===== src/rtl/gpx_pkg.sv =====
package gpx_pkg;

    localparam int GPX_BYTE_W = 8;
    localparam int GPX_PORTS  = 2;
    localparam int GPX_CNT_W  = $clog2(GPX_BYTE_W);

    // register kind = address bits 7:1, port = address bit 0
    localparam logic [GPX_BYTE_W-2:0] GPX_K_DIR = 7'h00;
    localparam logic [GPX_BYTE_W-2:0] GPX_K_PU  = 7'h06;
    localparam logic [GPX_BYTE_W-2:0] GPX_K_PIN = 7'h09;
    localparam logic [GPX_BYTE_W-2:0] GPX_K_LAT = 7'h0A;

    typedef enum logic [1:0] {
        PH_OPC  = 2'd0,
        PH_ADDR = 2'd1,
        PH_DATA = 2'd2,
        PH_DONE = 2'd3
    } gpx_phase_e;

    typedef struct packed {
        logic                  sck;
        gpx_phase_e            phase;
        logic [GPX_CNT_W-1:0]  bitcnt;
        logic [GPX_BYTE_W-1:0] sh;
        logic [GPX_BYTE_W-1:0] addr;
        logic [GPX_BYTE_W-1:0] tx;
        logic                  sel;
        logic                  rd;
    } gpx_link_t;

    typedef struct packed {
        logic [GPX_PORTS-1:0][GPX_BYTE_W-1:0] dir;
        logic [GPX_PORTS-1:0][GPX_BYTE_W-1:0] pu;
        logic [GPX_PORTS-1:0][GPX_BYTE_W-1:0] lat;
        logic [GPX_PORTS-1:0][GPX_BYTE_W-1:0] pin;
    } gpx_regs_t;

endpackage


===== src/rtl/gpx_spi_link.sv =====
module gpx_spi_link
    import gpx_pkg::*;
#(
    parameter logic [3:0] DEV_CODE = 4'b0100
) (
    input  logic                  clk,
    input  logic                  rst_n,
    input  logic [2:0]            hw_addr,
    input  logic                  spi_csn,
    input  logic                  spi_sck,
    input  logic                  spi_mosi,
    input  logic [GPX_BYTE_W-1:0] rd_data,
    output logic [GPX_BYTE_W-1:0] rd_addr,
    output logic                  wr_en,
    output logic [GPX_BYTE_W-1:0] wr_addr,
    output logic [GPX_BYTE_W-1:0] wr_data,
    output logic                  spi_miso,
    output logic                  spi_miso_oe
);

    localparam logic [GPX_CNT_W-1:0] LAST_BIT = GPX_CNT_W'(GPX_BYTE_W - 1);

    gpx_link_t q, d;
    logic [GPX_BYTE_W-1:0] byte_in;
    logic rise, fall;

    always_comb begin
        d       = q;
        wr_en   = 1'b0;
        byte_in = {q.sh[GPX_BYTE_W-2:0], spi_mosi};
        rd_addr = byte_in;
        wr_addr = q.addr;
        wr_data = byte_in;
        rise    = spi_sck & ~q.sck;
        fall    = ~spi_sck & q.sck;
        d.sck   = spi_sck;

        if (spi_csn) begin
            d.phase  = PH_OPC;
            d.bitcnt = '0;
            d.sel    = 1'b0;
            d.rd     = 1'b0;
        end else if (rise && q.phase != PH_DONE) begin
            d.sh     = byte_in;
            d.bitcnt = q.bitcnt + 1'b1;
            if (q.bitcnt == LAST_BIT) begin
                unique case (q.phase)
                    PH_OPC: begin
                        d.sel   = (byte_in[7:4] == DEV_CODE) && (byte_in[3:1] == hw_addr);
                        d.rd    = byte_in[0];
                        d.phase = PH_ADDR;
                    end
                    PH_ADDR: begin
                        d.addr  = byte_in;
                        d.tx    = rd_data;
                        d.phase = PH_DATA;
                    end
                    PH_DATA: begin
                        wr_en   = q.sel & ~q.rd;
                        d.phase = PH_DONE;
                    end
                    default: d.phase = PH_DONE;
                endcase
            end
        end else if (fall && q.phase == PH_DATA && q.bitcnt != '0) begin
            d.tx = {q.tx[GPX_BYTE_W-2:0], 1'b0};
        end
    end

    always_ff @(posedge clk or negedge rst_n) begin
        if (!rst_n) begin
            q <= '{sck: 1'b0, phase: PH_OPC, bitcnt: '0, sh: '0,
                   addr: '0, tx: '0, sel: 1'b0, rd: 1'b0};
        end else begin
            q <= d;
        end
    end

    assign spi_miso    = q.tx[GPX_BYTE_W-1];
    assign spi_miso_oe = ~spi_csn & (q.phase == PH_DATA) & q.sel & q.rd;

endmodule


===== src/rtl/gpx_regfile.sv =====
module gpx_regfile
    import gpx_pkg::*;
#(
    parameter logic [GPX_BYTE_W-1:0] DIR_RST = 8'hFF,
    parameter logic [GPX_BYTE_W-1:0] LAT_RST = 8'h00,
    parameter logic [GPX_BYTE_W-1:0] PU_RST  = 8'h00
) (
    input  logic                                 clk,
    input  logic                                 rst_n,
    input  logic                                 wr_en,
    input  logic [GPX_BYTE_W-1:0]                wr_addr,
    input  logic [GPX_BYTE_W-1:0]                wr_data,
    input  logic [GPX_BYTE_W-1:0]                rd_addr,
    output logic [GPX_BYTE_W-1:0]                rd_data,
    input  logic [GPX_PORTS-1:0][GPX_BYTE_W-1:0] port_in,
    output logic [GPX_PORTS-1:0][GPX_BYTE_W-1:0] port_out,
    output logic [GPX_PORTS-1:0][GPX_BYTE_W-1:0] port_oe,
    output logic [GPX_PORTS-1:0][GPX_BYTE_W-1:0] port_pull
);

    gpx_regs_t q, d;
    logic wsel, rsel;

    always_comb begin
        d    = q;
        wsel = wr_addr[0];
        rsel = rd_addr[0];
        d.pin = port_in;
        if (wr_en) begin
            unique case (wr_addr[GPX_BYTE_W-1:1])
                GPX_K_DIR: d.dir[wsel] = wr_data;
                GPX_K_PU:  d.pu[wsel]  = wr_data;
                GPX_K_LAT: d.lat[wsel] = wr_data;
                default:   ;
            endcase
        end
        unique case (rd_addr[GPX_BYTE_W-1:1])
            GPX_K_DIR: rd_data = q.dir[rsel];
            GPX_K_PU:  rd_data = q.pu[rsel];
            GPX_K_PIN: rd_data = q.pin[rsel];
            GPX_K_LAT: rd_data = q.lat[rsel];
            default:   rd_data = '0;
        endcase
    end

    always_ff @(posedge clk or negedge rst_n) begin
        if (!rst_n) begin
            q.dir <= {GPX_PORTS{DIR_RST}};
            q.pu  <= {GPX_PORTS{PU_RST}};
            q.lat <= {GPX_PORTS{LAT_RST}};
            q.pin <= '0;
        end else begin
            q <= d;
        end
    end

    for (genvar p = 0; p < GPX_PORTS; p++) begin : g_port
        assign port_oe[p]   = ~q.dir[p];
        assign port_out[p]  = q.lat[p];
        assign port_pull[p] = q.pu[p];
    end

endmodule


===== src/rtl/spi_gpio_expander.sv =====
module spi_gpio_expander
    import gpx_pkg::*;
#(
    parameter logic [3:0] DEV_CODE = 4'b0100,
    parameter logic [7:0] DIR_RST  = 8'hFF,
    parameter logic [7:0] LAT_RST  = 8'h00,
    parameter logic [7:0] PU_RST   = 8'h00
) (
    input  logic       clk,
    input  logic       rst_n,
    input  logic [2:0] hw_addr,
    input  logic       spi_csn,
    input  logic       spi_sck,
    input  logic       spi_mosi,
    output logic       spi_miso,
    output logic       spi_miso_oe,
    input  logic [7:0] pa_in,
    output logic [7:0] pa_out,
    output logic [7:0] pa_oe,
    output logic [7:0] pa_pull,
    input  logic [7:0] pb_in,
    output logic [7:0] pb_out,
    output logic [7:0] pb_oe,
    output logic [7:0] pb_pull
);

    logic                                 wr_en;
    logic [GPX_BYTE_W-1:0]                wr_addr, wr_data, rd_addr, rd_data;
    logic [GPX_PORTS-1:0][GPX_BYTE_W-1:0] port_in, port_out, port_oe, port_pull;

    gpx_spi_link #(.DEV_CODE(DEV_CODE)) u_link (
        .clk         (clk),
        .rst_n       (rst_n),
        .hw_addr     (hw_addr),
        .spi_csn     (spi_csn),
        .spi_sck     (spi_sck),
        .spi_mosi    (spi_mosi),
        .rd_data     (rd_data),
        .rd_addr     (rd_addr),
        .wr_en       (wr_en),
        .wr_addr     (wr_addr),
        .wr_data     (wr_data),
        .spi_miso    (spi_miso),
        .spi_miso_oe (spi_miso_oe)
    );

    gpx_regfile #(
        .DIR_RST (DIR_RST),
        .LAT_RST (LAT_RST),
        .PU_RST  (PU_RST)
    ) u_regs (
        .clk       (clk),
        .rst_n     (rst_n),
        .wr_en     (wr_en),
        .wr_addr   (wr_addr),
        .wr_data   (wr_data),
        .rd_addr   (rd_addr),
        .rd_data   (rd_data),
        .port_in   (port_in),
        .port_out  (port_out),
        .port_oe   (port_oe),
        .port_pull (port_pull)
    );

    assign port_in = {pb_in, pa_in};
    assign pa_out  = port_out[0];
    assign pb_out  = port_out[1];
    assign pa_oe   = port_oe[0];
    assign pb_oe   = port_oe[1];
    assign pa_pull = port_pull[0];
    assign pb_pull = port_pull[1];

endmodule


===== config.mk =====
export PLATFORM = sky130hd
export DESIGN_NAME = spi_gpio_expander
export DESIGN_NICKNAME = d
export VERILOG_FILES = /design/src/rtl/gpx_pkg.sv /design/src/rtl/gpx_spi_link.sv /design/src/rtl/gpx_regfile.sv /design/src/rtl/spi_gpio_expander.sv
export SDC_FILE = /design/constraint.sdc
export NUM_CORES = 1
export LEC_CHECK = 0
export BUFFER_PORTS_ARGS = -buffer_cell sky130_fd_sc_hd__buf_4
export CAP_MARGIN = 10
export CELL_PAD_IN_SITES_DETAIL_PLACEMENT = 1
export CELL_PAD_IN_SITES_GLOBAL_PLACEMENT = 2
export CORE_ASPECT_RATIO = 1.5
export CORE_MARGIN = 2
export CORE_UTILIZATION = 39
export CTS_BUF_LIST = sky130_fd_sc_hd__clkbuf_2
export CTS_CLUSTER_DIAMETER = 30
export DETAILED_ROUTE_END_ITERATION = 10
export PLACE_DENSITY = 0.79
export SYNTH_ARGS = -nofsm -noshare
export SYNTH_HDL_FRONTEND = slang
export SYNTH_SLANG_ARGS = --single-unit

===== constraint.sdc =====
create_clock -name clk -period 2.7 [get_ports clk]
set_clock_uncertainty 0.2 [all_clocks]
set_input_delay 0.405 -clock clk [delete_from_list [all_inputs] [get_ports clk]]
set_output_delay 0.405 -clock clk [all_outputs]
set_load 0.03 [all_outputs]

==> key figures <==
Worst setup path
  – Maximum fanout along the worst path: 8
  – Arrival time of the worst setup path: around 2.8 ns
  – Critical path endpoint category: register
  – Launching element type of the critical path: register
  – Start-to-end type of the worst setup path: register to register
  – Required time at the worst-slack endpoint: 3.00 ns

Timing
  – Transition time at the pin with the least slew margin: approximately 0.67 ns
  – Highest clock frequency the design can meet: 402 MHz
  – Slack of the critical path: 0.210 ns
  – Final count of negative-setup-slack endpoints: 0
  – Final Hold Viols: 0
  – Minimum clock period after layout: 2.49 ns
  – Max-slew headroom: 55.5%
  – Sum of negative setup slack: 0 ns
  – Final-report max-slew violation count: 0
  – RSZ-0062 raised after global routing: no
  – Portion of the clock cycle consumed by the worst path in the final layout: roughly 90%

Logic synthesis
  – Post-synthesis sequential area ratio: 49.5%
  – Number of synthesized register bits: 95
  – Number of distinct standard cells referenced by the synthesized netlist: 51
  – Mapped cell area: 4840 um2
  – EDFF count, synth: 0
  – Nets in the synthesized netlist: 428
  – Avg Cell Area, Syn: around 12 um2
  – Proportion of register bits with asynchronous set or reset after synthesis: 100%
  – Total number of yosys warnings: 0
  – Cell count after synthesis: 401
  – Prevailing post-synth register cell: dfrtp_1

Routing
  – Detailed Routing Iterations Pass 1: 4
  – Antenna Violating Nets Remaining: 0
  – Routed length on met1: slightly above 5 mm
  – First-iteration detailed-routing DRC count: 138
  – Routed wire length per instance: between 20 and 25 um
  – Residual DRC: 0
  – Via-to-Cell Ratio: 5.43
  – Total wire length: 12.6 mm
  – Number of vias in the routed layout: 3354
  – Metal3 WL: 396 um
  – Top routing layer in use: met4
  – Routed wl met2: around 6.8 mm

Final layout
  – Fin nets: 486
  – Sequential cell area: 2400 um2
  – Footprint of the multi-input gates: 1990 um2
  – Commonest cells after routing, fill and taps aside: buf_4, dfrtp_1, mux2_2, mux2i_1
  – Most common cell after layout, fill and taps aside: buf_4
  – Ratio of cells with drive above 1 in the final layout: 41.8%
  – Filler Cell Count: 1290
  – Relative area change from synthesis to final layout: 17.6%

Die
  – Die Y-Extent: between 100 and 150 um
  – Total Die Area: 13300 um2
  – IO Count: 74
  – Initial Util: 40.1%
  – Area of the placeable core: 12100 um2
  – Die X: 95.0 um
  – Number of standard-cell rows in the floorplan: between 40 and 50

Power and ir drop
  – Switching part of the total power: between 30% and 40%
  – Areal power density over the cells: 552 nW/um2
  – Internal power component: roughly 2.1 mW
  – Relative contribution of sequential cells to total power: 53.7%
  – Power share of the clock group: between 20% and 30%
  – Combinational share of power: 17.3%
  – Total leakage power: 2.67 nW
  – Maximum VDD drop: 0.271 mV
  – NetSw: 1.01 mW

Placed design
  – Port buffer count: 73
  – Worst setup timing slack at the placement stage: about 0.15 ns
  – Detailed placement HPWL: 8.92 mm
  – GP Congestion: ~0.78

Global routing
  – Number of global-route vias before repair: 3674
  – Global-route wire length before repair: 20.5 mm
  – Maximum number of pins on one net before global-route repair: 53
  – Number of antenna violations at the first check in global routing: 1
  – Overall track demand over capacity in global routing: between 20% and 30%
  – GRT Residual Overflow: 0

Worst hold path
  – Hold Path Class: input port to asynchronous set/reset pin

Clocking
  – Clock-pin slew on the worst setup and hold paths: 0.29 ns
  – Sinks on the clock net: 95
  – Number of CTS-inserted buffers: 9
  – Root buffer cell: clkbuf_2
  – CTS tree: yes
  – Number of H-tree levels: 3
  – Max Buffers Root-to-Sink: 2
  – Clock latency reported for the late side of the worst-skew pair: 0.59 ns

Flow run
  – Maximum Capacitance Violations: 0

Outcome
  – Outcome: completed
[cell usage after synthesis, types with 7 or more instances]
cell	number	area, um2
or3_1	8	50.1
mux2_2	62	698
a221oi_1	7	61.3
buf_4	32	240
dfstp_2	16	420
dfrtp_1	79	1980
buf_2	8	40.0
o22ai_1	15	93.8
clkbuf_1	16	60.1
a21oi_1	14	70.1
a22oi_1	7	52.6
a211oi_1	7	52.6
mux2i_1	36	360
inv_1	19	71.3
nor2_1	10	37.5
[path summary, 6_finish.rpt]
kind / from / end / slack (ns) / cells past startpoint
max: u_link.q[27] / u_regs.port_out[9] / 0.21 / 6
min: rst_n / u_regs.q[9] / 0.09 / 2
max reg2reg: u_link.q[27] / u_regs.port_out[9] / 0.21 / 6
min reg2reg: u_link.q[2] / u_link.q[2] / 0.34 / 1
max in group asynchronous: rst_n / u_regs.q[55] / 1.41 / 3
min in group clk: spi_mosi / u_regs.q[48] / 0.12 / 2
[worst max-delay path, cell delays in order, from the launching register on]
cell,delay (ns)
dfrtp_1,0.43
ha_1,0.16
ha_1,0.23
and3b_1,0.27
and3_1,0.38
nand4b_2,0.38
mux2_2,0.39
[sequential cells by signal, indices dropped and copies added, names as in the netlist]
name              flops
u_link.q             15
u_regs.port_out      16
u_regs.port_pull     16
u_link.rd_addr        7
u_link.spi_miso       1
u_regs.q             32
u_link.wr_addr        8
[repair_timing]
item                                    in CTS  in global routing
resized for setup                            0                  1
hold buffers                                19                  0
endpoints found under the hold margin       66                  0
buffers inserted                             0                  0
endpoints found under the setup margin       0                  7
[layer usage]
metal  global-route usage [%]  up-vias
met5                        0        -
met1                     25.1     1731
met4                     5.64        0
met2                     36.0       78
met3                     3.66       14
li1                         -     1531
[cells by family after synthesis]
| group | Yosys count | share of synthesized area (%) |
|---|---|---|
| multiplexers | 98 | 21.9 |
| flip-flops | 95 | 49.5 |
| buffers and inverters | 79 | 9.28 |
| AND/OR/NAND/NOR | 62 | 9.10 |
| AO/OA/AOI/OAI | 59 | 8.56 |
| XOR/XNOR | 5 | 0.905 |
| adder cells (fa/ha/maj) | 3 | 0.775 |
[through the flow]
step / hold slack [ns] / power, mW / cells / cell area (um2) / utilization [%]
after floorplan: -0.0906 / 1.93 / 401 / 4840 / -
after global placement: 0.255 / 2.23 / 582 / 5340 / 44.2
after detailed placement: 0.256 / 2.24 / 582 / 5340 / 44.2
after CTS: 0.0969 / 3.18 / 617 / 5690 / 47.1
after global routing: 0.0774 / 3.30 / 618 / 5690 / 47.1
final: 0.0932 / 3.14 / 618 / 5690 / 47.1
[power groups by stage]
stage	combinational, mW	clock (mW)	sequential, mW
2_1_floorplan	0.393	0	1.54
3_3_place_gp	0.514	0	1.72
3_5_place_dp	0.521	0	1.72
4_1_cts	0.548	0.931	1.70
5_1_grt	0.599	0.993	1.71
6_report	0.545	0.911	1.69
[layout make-up]
class	count	area share, %
sequential	95	42.1
multi-input combinational	227	35.0
timing repair buffer	107	15.4
tap	153	3.36
clock inverter	5	1.87
inverter	19	1.25
clock buffer	11	0.967
antenna	1	0.0439
No activity file was read; power rests on OpenSTA's default activity.
